[src/rtl/shf_pkg.sv]
package shf_pkg;
    localparam int unsigned DATA_W = 32;
    localparam int unsigned AMT_W  = $clog2(DATA_W);

    typedef enum logic [1:0] {
        SK_LSL     = 2'b00,
        SK_LSL_ALT = 2'b01,
        SK_LSR     = 2'b10,
        SK_ASR     = 2'b11
    } shift_kind_e;
endpackage

[src/rtl/shf_amt_sel.sv]
module shf_amt_sel #(
    parameter int unsigned AMT_W = 5,
    parameter int unsigned REG_W = 32
) (
    input  logic             from_reg_i,
    input  logic [AMT_W-1:0] imm_i,
    input  logic [REG_W-1:0] reg_i,
    output logic [AMT_W-1:0] amt_o
);
    logic unused_reg_hi;

    assign unused_reg_hi = ^reg_i[REG_W-1:AMT_W];

    always_comb begin
        if (from_reg_i) begin
            amt_o = reg_i[AMT_W-1:0];
        end else begin
            amt_o = imm_i;
        end
    end
endmodule

[src/rtl/shf_stage.sv]
module shf_stage #(
    parameter int unsigned WIDTH = 32,
    parameter int unsigned DIST  = 1
) (
    input  logic [WIDTH-1:0] data_i,
    input  logic             en_i,
    input  logic             left_i,
    input  logic             fill_i,
    output logic [WIDTH-1:0] data_o
);
    always_comb begin
        if (!en_i) begin
            data_o = data_i;
        end else if (left_i) begin
            data_o = {data_i[WIDTH-1-DIST:0], {DIST{1'b0}}};
        end else begin
            data_o = {{DIST{fill_i}}, data_i[WIDTH-1:DIST]};
        end
    end
endmodule

[src/rtl/barrel_shift32.sv]
module barrel_shift32
    import shf_pkg::*;
#(
    parameter int unsigned WIDTH = DATA_W,
    parameter int unsigned SHW   = $clog2(WIDTH)
) (
    input  logic [WIDTH-1:0] operand_i,
    input  logic [1:0]       shift_kind_i,
    input  logic             amt_from_reg_i,
    input  logic [SHW-1:0]   imm_amt_i,
    input  logic [WIDTH-1:0] reg_amt_i,
    output logic [WIDTH-1:0] result_o
);
    localparam int unsigned NSTAGE = SHW;

    shift_kind_e      kind;
    logic [SHW-1:0]   amt;
    logic             go_left;
    logic             fill_bit;
    logic [WIDTH-1:0] stg [0:NSTAGE];

    assign kind     = shift_kind_e'(shift_kind_i);
    assign go_left  = (kind == SK_LSL) || (kind == SK_LSL_ALT);
    assign fill_bit = (kind == SK_ASR) ? operand_i[WIDTH-1] : 1'b0;

    shf_amt_sel #(
        .AMT_W (SHW),
        .REG_W (WIDTH)
    ) u_amt (
        .from_reg_i (amt_from_reg_i),
        .imm_i      (imm_amt_i),
        .reg_i      (reg_amt_i),
        .amt_o      (amt)
    );

    assign stg[0] = operand_i;

    for (genvar k = 0; k < NSTAGE; k++) begin : g_stage
        shf_stage #(
            .WIDTH (WIDTH),
            .DIST  (1 << k)
        ) u_stage (
            .data_i (stg[k]),
            .en_i   (amt[k]),
            .left_i (go_left),
            .fill_i (fill_bit),
            .data_o (stg[k+1])
        );
    end

    assign result_o = stg[NSTAGE];

    always_comb begin
        if (amt == '0) begin
            a_r5_zero_amt_identity: assert (result_o == operand_i)
                else $error("R5 zero distance changed the operand");
        end
        if (kind == SK_ASR) begin
            a_r3_sign_kept: assert (result_o[WIDTH-1] == operand_i[WIDTH-1])
                else $error("R3 arithmetic shift lost the sign bit");
        end
        if (kind == SK_LSR && amt != '0) begin
            a_r2_zero_top: assert (result_o[WIDTH-1] == 1'b0)
                else $error("R2 logical right shift filled a one at the top");
            a_r2_ones_not_grown: assert ($countones(result_o) <= $countones(operand_i))
                else $error("R2 logical right shift created set bits");
        end
        if (go_left && amt != '0) begin
            a_r1_zero_bottom: assert (result_o[0] == 1'b0)
                else $error("R1 left shift filled a one at bit 0");
        end
    end
endmodule

[config.mk]
export PLATFORM = sky130hd
export DESIGN_NAME = barrel_shift32
export DESIGN_NICKNAME = d
export VERILOG_FILES = /design/src/rtl/shf_pkg.sv /design/src/rtl/shf_amt_sel.sv /design/src/rtl/shf_stage.sv /design/src/rtl/barrel_shift32.sv
export SDC_FILE = /design/constraint.sdc
export NUM_CORES = 1
export LEC_CHECK = 0
export ABC_CLOCK_PERIOD_IN_PS = 2500
export BUFFER_PORTS_ARGS = -buffer_cell sky130_fd_sc_hd__clkbuf_2
export CAP_MARGIN = 25
export CORE_MARGIN = 8
export CORE_UTILIZATION = 55
export DETAILED_ROUTE_END_ITERATION = 6
export PLACE_DENSITY = 0.94
export SLEW_MARGIN = 25
export SYNTH_ARGS = -nofsm -noshare
export SYNTH_HDL_FRONTEND = slang
export SYNTH_SLANG_ARGS = --single-unit
[constraint.sdc]
create_clock -name vclk -period 2.5
set_clock_uncertainty 0.15 [all_clocks]
set_input_delay 0.125 -clock vclk [all_inputs]
set_output_delay 0.125 -clock vclk [all_outputs]
set_load 0.1 [all_outputs]
==> results.json, run 1 <==
{
  "synth.distinct_cells": 67,
  "dpl.hpwl_um": 19400,
  "die_w_um": 98.7,
  "outcome": "stopped before the end",
  "synthCells": 556,
  "syn_nets": 628,
  "syn_area_per_cell_um2": 6.77,
  "numPortBuffers": 77,
  "place_congestion": 1.25,
  "dp_cells": 838,
  "synth_area_um2": 3760,
  "die_y_um": 98.7,
  "lastStage": "4_1_cts",
  "tool.error": "[ERROR DPL-0038] Utilization greater than 100%, impossible to legalize",
  "io_pins": 104,
  "post_cts_buffers": 24,
  "ys.warnings.count": 0,
  "rows": 30,
  "cts-hold-fix-buffers": 0,
  "synth-seq-area-share_pct": 0,
  "cts-resized-gates": 131,
  "start_util_pct": 56.0
}
==> synth_stat cells, drive strengths merged, types with 3 or more instances <==
cell type	count	area [um^2]
mux2i	40	438
nand3b	4	30.0
a21oi	43	219
a311oi	3	32.5
a31oi	7	43.8
nand2	69	259
or3	6	37.5
o221ai	11	96.3
nor3	20	100
nor2	72	273
o2bb2ai	4	35.0
mux2	51	589
mux4	5	113
a21o	5	37.5
a22o	4	35.0
a22oi	12	90.1
and3	4	25.0
clkbuf	20	75.1
o22ai	13	81.3
o211ai	12	90.1
and2	3	18.8
o21a	7	52.6
nand3	11	55.1
a211o	6	52.6
a211oi	16	125
a221oi	12	118
o211a	3	30.0
o21ai	33	165
buf	28	181
==> stage by stage <==
step / setup TNS [ps] / hold WS (ps) / cell area [um^2] / setup WS [ps]
after floorplan: -9370 / 527 / 4270 / -1770
after global placement: -5250 / 736 / 6360 / -258
after detailed placement: -10440 / 798 / 6360 / -460
==> logic make-up after synthesis <==
logic type / count (synthesis) / share of synthesized area (%)
muxes: 96 / 30.3
and+or+nand+nor: 197 / 22.7
AOI/OAI and AO/OA: 214 / 40.1
buffers and inverters: 49 / 6.91
==> run 2, diff against run 1 <==
--- a/config.mk
+++ b/config.mk
@@ -9,9 +9,9 @@
 export BUFFER_PORTS_ARGS = -buffer_cell sky130_fd_sc_hd__clkbuf_2
 export CAP_MARGIN = 25
 export CORE_MARGIN = 8
-export CORE_UTILIZATION = 55
+export CORE_UTILIZATION = 40
 export DETAILED_ROUTE_END_ITERATION = 6
-export PLACE_DENSITY = 0.94
+export PLACE_DENSITY_LB_ADDON = 0.15
 export SLEW_MARGIN = 25
 export SYNTH_ARGS = -nofsm -noshare
 export SYNTH_HDL_FRONTEND = slang
==> run 2 against run 1 <==
- synthesized cell count unchanged
- area after synthesis unchanged
- the flow now finishes, with violations (negative setup slack)
==> results.json, run 2 <==
{
  "dr.pass1.iters": 6,
  "final_antenna_net_count": 0,
  "violations": "negative setup slack",
  "rows": 35,
  "slew_viol_final": 0,
  "die_w_um": 113,
  "routedWlPerCell_um": 25.5,
  "cp_cell_sequence": "clkbuf_16 > buf_6 > mux2i_2 > buf_6 > mux4_2 > a211oi_2 > buf_4 > a211o_1 > o211ai_1 > a211o_4 > buf_12",
  "start_util_pct": 40.9,
  "outcome": "complete, but fails checks",
  "p_leak_nw": 3.10,
  "yosysMostFrequentCell": "nor2_1",
  "track_usage_pct": 33.5,
  "dp_cells": 895,
  "holdWs_ps": 729,
  "numPortBuffers": 77,
  "die_y_um": 113,
  "required_ps": 2230,
  "synth_top_cell_by_area": "mux2_2",
  "synth.distinct_cells": 67,
  "viasPerCell": 6.99,
  "use_met1_pct": 42.2,
  "seq_area_um2": 0,
  "hold_violations": 0,
  "area_delta_synth_final_pct": 100,
  "critPathMaxFanout": 7,
  "drive_gt1_share_pct": 62.6,
  "crit_path_end_kind": "primary output",
  "path_common_cell": "buf_6",
  "coreArea_um2": 9200,
  "cts-hold-fix-buffers": 0,
  "hp-class": "in2out",
  "hold-path-cell-count": 4,
  "crit_type": "in2out",
  "ys.warnings.count": 0,
  "power.share.combinational_pct": 100.0,
  "setup_viol": 32,
  "grt_use_met2_pct": 54.7,
  "nets": 878,
  "io_pins": 104,
  "die-area_um2": 12800,
  "swShare_pct": 58.3,
  "final_common_cell": "buf_4",
  "vdd_drop_max_v": 0.000378,
  "holdPathEnd": "result_o[11]",
  "setup_tns_ps": -4080,
  "start_kind": "input pin",
  "critPathMaxStageDelay_ps": 560,
  "grt_pass1_vias": 6128,
  "fmax_ghz": 0.366,
  "finalCritPeriodShare_pct": 109,
  "grt-busiest-layer": "met2",
  "fillers": 584,
  "grt_pass1_wl_um": 34400,
  "dpl.hpwl_um": 17300,
  "drc": 0,
  "antenna_found_initial": 0,
  "synth-seq-area-share_pct": 0,
  "p_per_area_nw_per_um2": 434,
  "cp_slowest_cell": "mux4_2",
  "syn_nets": 628,
  "seq_cell_count": 0,
  "grt_max_degree": 30,
  "multiInputGateArea_um2": 4630,
  "relSlewSlack_pct": 33.8,
  "drv_cap": 0,
  "drt_first_iter_violations": 757,
  "overflow": 0,
  "final_cells": 915,
  "synthTopCellsByCount": "nor2_1, nand2_1, mux2_2",
  "routed_wl_um": 23400,
  "gr-usage-met3_pct": 5.75,
  "synth_area_leaders": "mux2_2, mux2i_1, nor2_1",
  "worst_ep_arrival_time_ps": 2460,
  "vias": 6392,
  "clockPowerShare_pct": 0,
  "internal_power_mw": 1.36,
  "worst_slew_pin_slew_ps": 989,
  "fin_util_pct": 82.0,
  "place_congestion": 1.04,
  "grt_setup_unrepaired": "true",
  "p_switching_mw": 1.91,
  "seq_power_share_pct": 0,
  "fin_crit_ps": 2730,
  "synth_area_um2": 3760,
  "final_cell_mix": "buf_4, nor2_1, nand2_1",
  "worst_slack_ps": -234,
  "num-clock-buffers": 0,
  "dp_slack_ps": -415,
  "hold_start": "imm_amt_i[4]",
  "n_antenna_cell": 0,
  "yosysTopAreaCellShare_pct": 13.8,
  "syn_area_per_cell_um2": 6.77,
  "synthCells": 556
}
-- run 2: kinds of logic (layout without fill, tap and decap cells) --
family	Yosys count	in the layout	synth area share, %
buffers and inverters	49	294	6.91
AND/OR/NAND/NOR	197	197	22.7
multiplexers	96	99	30.3
AO/OA/AOI/OAI	214	214	40.1
-- run 2: power by group through the flow --
stage	clock network [mW]	logic [mW]	registers [mW]
floorplan	0	1.70	0
global placement	0	2.85	0
detailed placement	0	2.88	0
CTS	0	3.08	0
global route	0	3.37	0
finish	0	3.28	0
-- run 2: critical path: cells and delay by family --
family	cells	cell delay, ps
compound gates	4	820
buf+inv	5	720
mux	2	780
-- run 2: cell type report --
class / count / share of cell area [%]
Inverter: 1 / 0.0498
Timing Repair Buffer: 293 / 36.7
Tap cell: 111 / 1.84
Multi-Input combinational cell: 510 / 61.4
-- run 2: routing by layer --
layer | routed length (um) | part of all wire, %
met1 | 8760 | 37
met3 | 2650 | 11
met2 | 10700 | 46
met4 | 1240 | 5.3
met5 | 0 | 0
-- run 2: how the worst max path moves through the flow --
stage                    to  slack (ps)  cells after the start            start
3_5_place_dp   result_o[30]        -410                     13   amt_from_reg_i
2_1_floorplan  result_o[19]       -1770                      9  shift_kind_i[1]
5_1_grt        result_o[12]        -290                     12     imm_amt_i[0]
6_report       result_o[12]        -230                     11   amt_from_reg_i
3_3_place_gp   result_o[30]        -470                     13   amt_from_reg_i
4_1_cts        result_o[12]        -170                     11   amt_from_reg_i
-- run 2: repair_timing --
action                                  in CTS  in global routing
resized for setup                          102                 59
buffers inserted                            11                  5
endpoints found under the setup margin      32                 32
gates cloned                                 3                  2
pin swaps                                   33                 25
-- run 2: per-stage QoR --
step,total power [mW],area [um^2]
2_1_floorplan,1.70,4270
3_3_place_gp,2.85,6590
3_5_place_dp,2.88,6590
4_1_cts,3.08,7160
5_1_grt,3.37,7540
6_report,3.28,7540
(Power assumes the default switching activity.)
